## src/rtl/wlvl_pkg.sv

```systemverilog
package wlvl_pkg;

  typedef struct packed {
    logic lvl_en;
    logic qoff;
  } mode_bits_t;

endpackage

```

## src/rtl/wlvl_mode_reg.sv

```systemverilog
module wlvl_mode_reg
  import wlvl_pkg::*;
(
  input  logic       clk,
  input  logic       rst_n,
  input  logic       load,
  input  logic       lvl_in,
  input  logic       qoff_in,
  output mode_bits_t mode_q,
  output logic       enter_o
);

  mode_bits_t mode_d;

  always_comb begin
    mode_d = mode_q;
    if (load) begin
      mode_d.lvl_en = lvl_in;
      mode_d.qoff   = qoff_in;
    end
  end

  assign enter_o = load & lvl_in & ~mode_q.lvl_en;

  always_ff @(posedge clk or negedge rst_n) begin
    if (!rst_n) begin
      mode_q <= '0;
    end else if (load) begin
      mode_q <= mode_d;
    end
  end

endmodule

```

## src/rtl/wlvl_lane_sampler.sv

```systemverilog
module wlvl_lane_sampler (
  input  logic clk,
  input  logic rst_n,
  input  logic dqs,
  input  logic ck_level,
  input  logic arm,
  input  logic clear,
  output logic samp_o
);

  logic prev_q;
  logic samp_q;
  logic samp_d;
  logic rise;

  assign rise = dqs & ~prev_q;

  always_comb begin
    samp_d = samp_q;
    if (clear) begin
      samp_d = 1'b0;
    end else if (arm && rise) begin
      samp_d = ck_level;
    end
  end

  always_ff @(posedge clk or negedge rst_n) begin
    if (!rst_n) begin
      prev_q <= 1'b0;
      samp_q <= 1'b0;
    end else begin
      prev_q <= dqs;
      samp_q <= samp_d;
    end
  end

  assign samp_o = samp_q;

endmodule

```

## src/rtl/wlvl_out_ctrl.sv

```systemverilog
module wlvl_out_ctrl
  import wlvl_pkg::*;
#(
  parameter int LANES     = 2,
  parameter int LANE_W    = 8,
  parameter int PRIME_BIT = 0,
  localparam int DQ_W     = LANES * LANE_W
) (
  input  mode_bits_t       mode,
  input  logic [LANES-1:0] samp,
  input  logic             odt,
  output logic [DQ_W-1:0]  dq_out,
  output logic [DQ_W-1:0]  dq_oe,
  output logic [LANES-1:0] dqs_term_en,
  output logic             dq_term_en
);

  logic active;

  assign active = mode.lvl_en & ~mode.qoff;

  for (genvar ln = 0; ln < LANES; ln++) begin : g_lane
    for (genvar b = 0; b < LANE_W; b++) begin : g_bit
      if (b == PRIME_BIT) begin : g_prime
        assign dq_out[ln*LANE_W+b] = active & samp[ln];
      end else begin : g_other
        assign dq_out[ln*LANE_W+b] = 1'b0;
      end
      assign dq_oe[ln*LANE_W+b] = active;
    end
    assign dqs_term_en[ln] = odt;
  end

  assign dq_term_en = odt & ~mode.lvl_en;

endmodule

```

## src/rtl/wlvl_responder.sv

```systemverilog
module wlvl_responder
  import wlvl_pkg::*;
#(
  parameter int LANES     = 2,
  parameter int LANE_W    = 8,
  parameter int PRIME_BIT = 0,
  localparam int DQ_W     = LANES * LANE_W
) (
  input  logic             clk,
  input  logic             rst_n,
  input  logic             mr1_load,
  input  logic             mr1_lvl_in,
  input  logic             mr1_qoff_in,
  input  logic             odt,
  input  logic             ck_level,
  input  logic [LANES-1:0] dqs_in,
  output logic [DQ_W-1:0]  dq_out,
  output logic [DQ_W-1:0]  dq_oe,
  output logic [LANES-1:0] dqs_term_en,
  output logic             dq_term_en
);

  mode_bits_t       mode_q;
  logic             enter;
  logic             arm;
  logic [LANES-1:0] samp;

  wlvl_mode_reg u_mode (
    .clk     (clk),
    .rst_n   (rst_n),
    .load    (mr1_load),
    .lvl_in  (mr1_lvl_in),
    .qoff_in (mr1_qoff_in),
    .mode_q  (mode_q),
    .enter_o (enter)
  );

  assign arm = mode_q.lvl_en & ~mode_q.qoff;

  for (genvar ln = 0; ln < LANES; ln++) begin : g_smp
    wlvl_lane_sampler u_smp (
      .clk      (clk),
      .rst_n    (rst_n),
      .dqs      (dqs_in[ln]),
      .ck_level (ck_level),
      .arm      (arm),
      .clear    (enter),
      .samp_o   (samp[ln])
    );
  end

  wlvl_out_ctrl #(
    .LANES     (LANES),
    .LANE_W    (LANE_W),
    .PRIME_BIT (PRIME_BIT)
  ) u_out (
    .mode        (mode_q),
    .samp        (samp),
    .odt         (odt),
    .dq_out      (dq_out),
    .dq_oe       (dq_oe),
    .dqs_term_en (dqs_term_en),
    .dq_term_en  (dq_term_en)
  );

endmodule

```

## config.mk

```make
export PLATFORM = sky130hd
export DESIGN_NAME = wlvl_responder
export DESIGN_NICKNAME = d
export VERILOG_FILES = /design/src/rtl/wlvl_pkg.sv /design/src/rtl/wlvl_mode_reg.sv /design/src/rtl/wlvl_lane_sampler.sv /design/src/rtl/wlvl_out_ctrl.sv /design/src/rtl/wlvl_responder.sv
export SDC_FILE = /design/constraint.sdc
export NUM_CORES = 1
export LEC_CHECK = 0
export ABC_AREA = 1
export BUFFER_PORTS_ARGS = -buffer_cell sky130_fd_sc_hd__buf_2
export CORE_MARGIN = 2
export CORE_UTILIZATION = 33
export DETAILED_ROUTE_END_ITERATION = 10
export PLACE_DENSITY_LB_ADDON = 0.15
export SKIP_LAST_GASP = 1
export SYNTH_ARGS = -nofsm -noshare
export SYNTH_HDL_FRONTEND = slang
export SYNTH_SLANG_ARGS = --single-unit
```

## constraint.sdc

```tcl
create_clock -name clk -period 1 [get_ports clk]
set_input_delay 0.1 -clock clk [delete_from_list [all_inputs] [get_ports clk]]
set_output_delay 0.1 -clock clk [all_outputs]
set_load 0.01 [all_outputs]
```

Word level (Yosys, flattened, before mapping)
Cells that the tools add are included.
- logic and storage cells: 26
- output and inout port bits: 35
- bits of input ports: 9
- flip-flop bits (word level): 6
- bitwise logic cells: 12
- muxes and demuxes: 4
- reductions and logical operators: 4
- operators with widths (operator ; count):
    1-bit AND ; 8
    1-bit two-way mux ; 4
    1-bit inverter ; 4
    2-bit nonzero test ; 2
    1-bit logical AND ; 2

Logic depth before layout (Yosys ltp)
- depth after elaboration: 5
- mapped depth: 5
- depth with buffers taken out: 5

Modules after synthesis
From an unflattened synthesis, not the netlist that was laid out.
- cell total of the unflattened synthesis: 74
- area, all modules: 543.0 um2
- by module, submodules not included (module ; area each (um2) ; sequential area each (um2) ; cells an instance ; times used):
    wlvl_out_ctrl ; 277.8 ; 0.0 ; 42 ; 1
    wlvl_lane_sampler ; 86.3 ; 50.0 ; 10 ; 2
    wlvl_mode_reg ; 82.6 ; 50.0 ; 10 ; 1
    wlvl_responder ; 10.0 ; 0.0 ; 2 ; 1

Worst setup path before layout
No wires, ideal clock.
- path kind: register -> output
- start: register u_mode.mode_q[0] (netlist name)
- end: output port dq_out[0]
- arrival time: 0.957 ns
- data required time: 0.900 ns
- slack: -0.057 ns
- stages on the path, launching flop included: 4
- buffers on the path: 0
- path through: dfrtp_1 > nor2_4 > inv_1 > nor2_1
- word-level cells in the longest chain between the ends: 3
- RTL lines (what ; line ; text):
    1-bit inverter ; -- ;
    1-bit AND ; -- ;
    named net arm ; wlvl_responder.sv:25 ; logic arm;
    1-bit AND ; wlvl_out_ctrl.sv:25 ; assign dq_out[ln*LANE_W+b] = active & samp[ln];
    end: declaration ; wlvl_responder.sv:17 ; output logic [DQ_W-1:0] dq_out,
The timed path passes the listed nets, and every way through them passes these cells.

Worst setup path after layout
- start: register u_mode.mode_q[0] (netlist name)
- end: output port dq_oe[12]
- word-level cells in the longest chain between the ends: 2
- RTL lines (what ; line ; text):
    1-bit inverter ; wlvl_out_ctrl.sv:20 ; assign active = mode.lvl_en & ~mode.qoff;
    1-bit AND ; wlvl_out_ctrl.sv:20 ;
    end: declaration ; wlvl_responder.sv:18 ; output logic [DQ_W-1:0] dq_oe,
No other way between the ends.

==> metrics.txt <==
# TYPE chip_impl_metric gauge
chip_impl_info{name="run_status",value="complete, but fails checks"} 1
chip_impl_info{name="violated_checks",value="setup timing"} 1
chip_impl_metric{name="multi_input_comb_area",unit="sq um"} 147.6
chip_impl_metric{name="slew_violations",unit=""} 0
chip_impl_metric{name="share_of_post_route_cells_with_drive_strength_above_1",unit="%"} 49.40
chip_impl_metric{name="global_route.usage.met3",unit="%"} 1.667
chip_impl_metric{name="post_synthesis_sequential_element_count",unit=""} 6
chip_impl_metric{name="post_drt_wl_per_cell",unit="microns"} 7.152
chip_impl_metric{name="timing_hold_violations_final",unit=""} 0
chip_impl_info{name="synth_top_cell_by_area",value="buf_4"} 1
chip_impl_metric{name="wl",unit="microns"} 708
chip_impl_metric{name="ioPinCount",unit=""} 44
chip_impl_metric{name="synth_seq_area_share",unit="%"} 29.41
chip_impl_metric{name="synth_cells",unit=""} 64
chip_impl_info{name="globalRoute.busiestLayer",value="met2"} 1
chip_impl_metric{name="timing.critical_path.buf_inv",unit=""} 2
chip_impl_info{name="worst_setup_sp",value="u_mode.mode_q[0]"} 1
chip_impl_metric{name="antenna_found_initial",unit=""} 0
chip_impl_metric{name="fp.dieW",unit="microns"} 43.33
chip_impl_metric{name="groute.layer.met2.usage",unit="%"} 12.84
chip_impl_metric{name="drc",unit=""} 0
chip_impl_metric{name="dpl_cell_area",unit="sq um"} 509.2
chip_impl_metric{name="clock_tree.htree_level_count",unit=""} 1
chip_impl_metric{name="grt_first_pass_wirelength",unit="microns"} 1062
chip_impl_metric{name="clock-sinks",unit=""} 6
chip_impl_info{name="slowest_stage",value="dfrtp_1"} 1
chip_impl_metric{name="die_height",unit="microns"} 43.33
chip_impl_metric{name="netlist_area",unit="sq um"} 510.5
chip_impl_metric{name="period_share",unit="%"} 116.4
chip_impl_metric{name="power_frac_clock",unit="%"} 29.8
chip_impl_metric{name="via_count",unit=""} 356
chip_impl_metric{name="die_area",unit="sq um"} 1877
chip_impl_metric{name="final-seq-area",unit="sq um"} 150.1
chip_impl_info{name="cts_root_buffer",value="clkbuf_4"} 1
chip_impl_info{name="critical_path.top_delay_family",value="flip-flops"} 1
chip_impl_metric{name="diodes",unit=""} 0
chip_impl_metric{name="detailedRoute.firstPassIterationCount",unit=""} 3
chip_impl_metric{name="placement_rows",unit=""} 14
chip_impl_metric{name="switchingPower",unit="W"} 0.0002300
chip_impl_metric{name="drt.antenna.violating_nets",unit=""} 0
chip_impl_metric{name="fin_nets",unit=""} 94
chip_impl_metric{name="place_congestion",unit=""} 0.6784
chip_impl_metric{name="clock_insertion_delay_worst_skew",unit="ns"} 0.24
chip_impl_metric{name="starting_utilization_of_the_core_area",unit="%"} 34.69
chip_impl_info{name="holdCritStartpoint",value="mr1_lvl_in"} 1
chip_impl_metric{name="power.share.combinational",unit="%"} 32.5
chip_impl_info{name="timing.rr.start",value="u_mode.mode_q[0]"} 1
chip_impl_info{name="ys_top_cells_by_area",value="buf_4, dfrtp_1, nand3_1"} 1
chip_impl_metric{name="cellPowerDensity",unit="nW/um^2"} 1273
chip_impl_metric{name="grt_max_degree",unit=""} 17
chip_impl_metric{name="ctsLongestPathBuffers",unit=""} 2
chip_impl_metric{name="cts_inserted_buffers",unit=""} 3
chip_impl_metric{name="detail_route.iter0.violations",unit=""} 1
chip_impl_metric{name="ctsResizeCount",unit=""} 0
chip_impl_metric{name="timing.clock.skew",unit="ns"} 0.0005386
chip_impl_metric{name="io_buffer_count",unit=""} 29
chip_impl_info{name="tritoncts",value="yes"} 1
chip_impl_metric{name="area_growth",unit="%"} 12.99
chip_impl_metric{name="yosysWarningCount",unit=""} 0
chip_impl_info{name="timing.setup.critical_path_class",value="reg2out"} 1
chip_impl_metric{name="fill_cells",unit=""} 172
chip_impl_metric{name="dp.cells",unit=""} 91
chip_impl_metric{name="leakage",unit="nW"} 0.3597
chip_impl_metric{name="max_freq",unit="MHz"} 859.3
chip_impl_metric{name="first_global_vias",unit=""} 281
chip_impl_metric{name="cap_viol_max_count",unit=""} 0
chip_impl_metric{name="worst-endpoint-arrival",unit="ns"} 1.06
chip_impl_metric{name="timing.final.setup_violations",unit=""} 20
chip_impl_metric{name="syn-mean-instance-area",unit="sq um"} 7.976
chip_impl_metric{name="global_route.usage.met1",unit="%"} 8.355
chip_impl_metric{name="largest_vdd_supply_drop",unit="V"} 0.0007097
chip_impl_metric{name="path_max_fanout",unit=""} 16
chip_impl_info{name="grt_setup_unrepaired",value="true"} 1
chip_impl_info{name="worst_hold_path_type",value="in2reg"} 1
chip_impl_metric{name="p_sw_share",unit="%"} 31.32
chip_impl_metric{name="fin_area",unit="sq um"} 576.8
chip_impl_metric{name="setup_slack",unit="ns"} -0.1637
chip_impl_metric{name="grt_util_all_layers",unit="%"} 7.599
chip_impl_metric{name="seq_power_share",unit="%"} 37.7
chip_impl_metric{name="worst_ep_required_time",unit="ns"} 0.90
chip_impl_metric{name="final_instance_count_excl_fillers",unit=""} 99
chip_impl_metric{name="via_per_inst",unit=""} 3.596
chip_impl_metric{name="coreArea",unit="sq um"} 1471
chip_impl_metric{name="grt_remaining_overflow",unit=""} 0
chip_impl_metric{name="post-route-min-period",unit="ns"} 1.164
chip_impl_metric{name="clkSlewWorstSetupHoldPaths",unit="ns"} 0.04
chip_impl_info{name="timing.critical_path.to_type",value="output port"} 1
chip_impl_info{name="worstSetupStartpointType",value="register"} 1
chip_impl_metric{name="yosys.area.top_type_share",unit="%"} 47.06
chip_impl_metric{name="internal_power",unit="W"} 0.0005044
chip_impl_info{name="ordered_cell_list_for_the_critical_path",value="nor2_4, buf_12, buf_2"} 1
chip_impl_metric{name="critical_path.max_stage_delay",unit="ns"} 0.40
chip_impl_metric{name="ys_types",unit=""} 11
[through the flow]
stage	util [%]	hold WS, ns	total power (W)	setup TNS (ns)	setup WS [ns]
final	39.20	0.09134	0.0007344	-3.009	-0.1637
after floorplan	-	-0.1956	0.0005184	0	0.0004045
after detailed placement	34.61	-0.06783	0.0005036	0	0.02048
after global routing	39.20	0.09398	0.0007861	-4.511	-0.2379
after global placement	34.61	-0.06953	0.0005032	0	0.05068
after CTS	38.69	0.08218	0.0007466	-3.381	-0.1916
[worst reg2reg max path: cells and delay by family (launching register included)]
kind	cells	cell delay, ns
AND/OR/NAND/NOR	4	0.33
buffers and inverters	2	0.24
flip-flops	1	0.40
[worst paths after layout]
path	end	slack (ns)	cells after the start
setup / recovery	dq_oe[12]	-0.16	3
hold / removal	u_mode.mode_q[1]	0.09	3
setup reg to reg	g_smp[0].u_smp.samp_o	-0.07	6
hold reg to reg	g_smp[1].u_smp.samp_o	0.50	2
max in group asynchronous	g_smp[1].u_smp.prev_q	0.64	2
min in group asynchronous	u_mode.mode_q[0]	0.22	2
[cells by family (layout without fill, tap and decap cells)]
kind of cell    count (synthesis)  count (layout)  synth area share [%]
buf+inv                        39              45                 52.20
simple gates                   16              16                 14.46
flops                           6               6                 29.41
other cells                     1              14                0.7346
compound gates                  1               1                0.9795
mux                             1               1                 2.206
[state kept, by name, summed over array words and instances, names as in the netlist]
register / flops
g_smp.u_smp.prev_q: 2
u_mode.mode_q: 2
g_smp.u_smp.samp_o: 2
[metal layers]
layer,wire (microns),part of all wire (%)
met2,348,49
met5,0,0
met3,88,12
met1,271,38
met4,0,0
[synthesized netlist by cell type (all sizes together)]
cell,n
buf,32
conb,1
dfrtp,6
inv,7
mux2,1
nand2,5
nand3,5
nor2,6
o21ai,1
[cell usage in the layout (no fill, tap or decap)]
| cell type | synthesis | routed |
|---|---|---|
| buf_12 | 0 | 1 |
| nor2_1 | 5 | 3 |
| mux2_2 | 1 | 1 |
| inv_2 | 1 | 2 |
| nor2_2 | 0 | 2 |
| inv_1 | 6 | 5 |
| buf_4 | 32 | 2 |
| dlygate4sd3_1 | 0 | 3 |
| nand3_1 | 5 | 5 |
| o21ai_0 | 1 | 1 |
| nor2_4 | 1 | 1 |
| buf_2 | 0 | 29 |
| nand2_1 | 5 | 5 |
| conb_1 | 1 | 14 |
| dfrtp_1 | 6 | 6 |
| clkbuf_4 | 0 | 3 |
[layout make-up]
class,instances,share of cell area [%]
Multi-Input combinational cell,32,25.60
Inverter,7,4.555
Tap cell,16,3.471
Sequential cell,6,26.03
Clock buffer,3,3.905
Timing Repair Buffer,35,36.44
[power groups by stage]
| stage | clock network (W) | registers (W) | logic, W |
|---|---|---|---|
| after floorplan | 0 | 0.000279 | 0.000240 |
| after global placement | 0 | 0.000281 | 0.000223 |
| after detailed placement | 0 | 0.000281 | 0.000222 |
| after CTS | 0.000233 | 0.000277 | 0.000236 |
| after global routing | 0.000240 | 0.000280 | 0.000266 |
| final | 0.000219 | 0.000277 | 0.000239 |
[repair_timing]
item                                   4_1_cts  5_1_grt
setup buffers                                1        1
pin swaps                                    1        0
hold buffers                                 3        0
endpoints found under the hold margin        8        0
gates cloned                                 0        0
setup endpoints to repair                   18       20
Power figures use the tool's default switching activity.
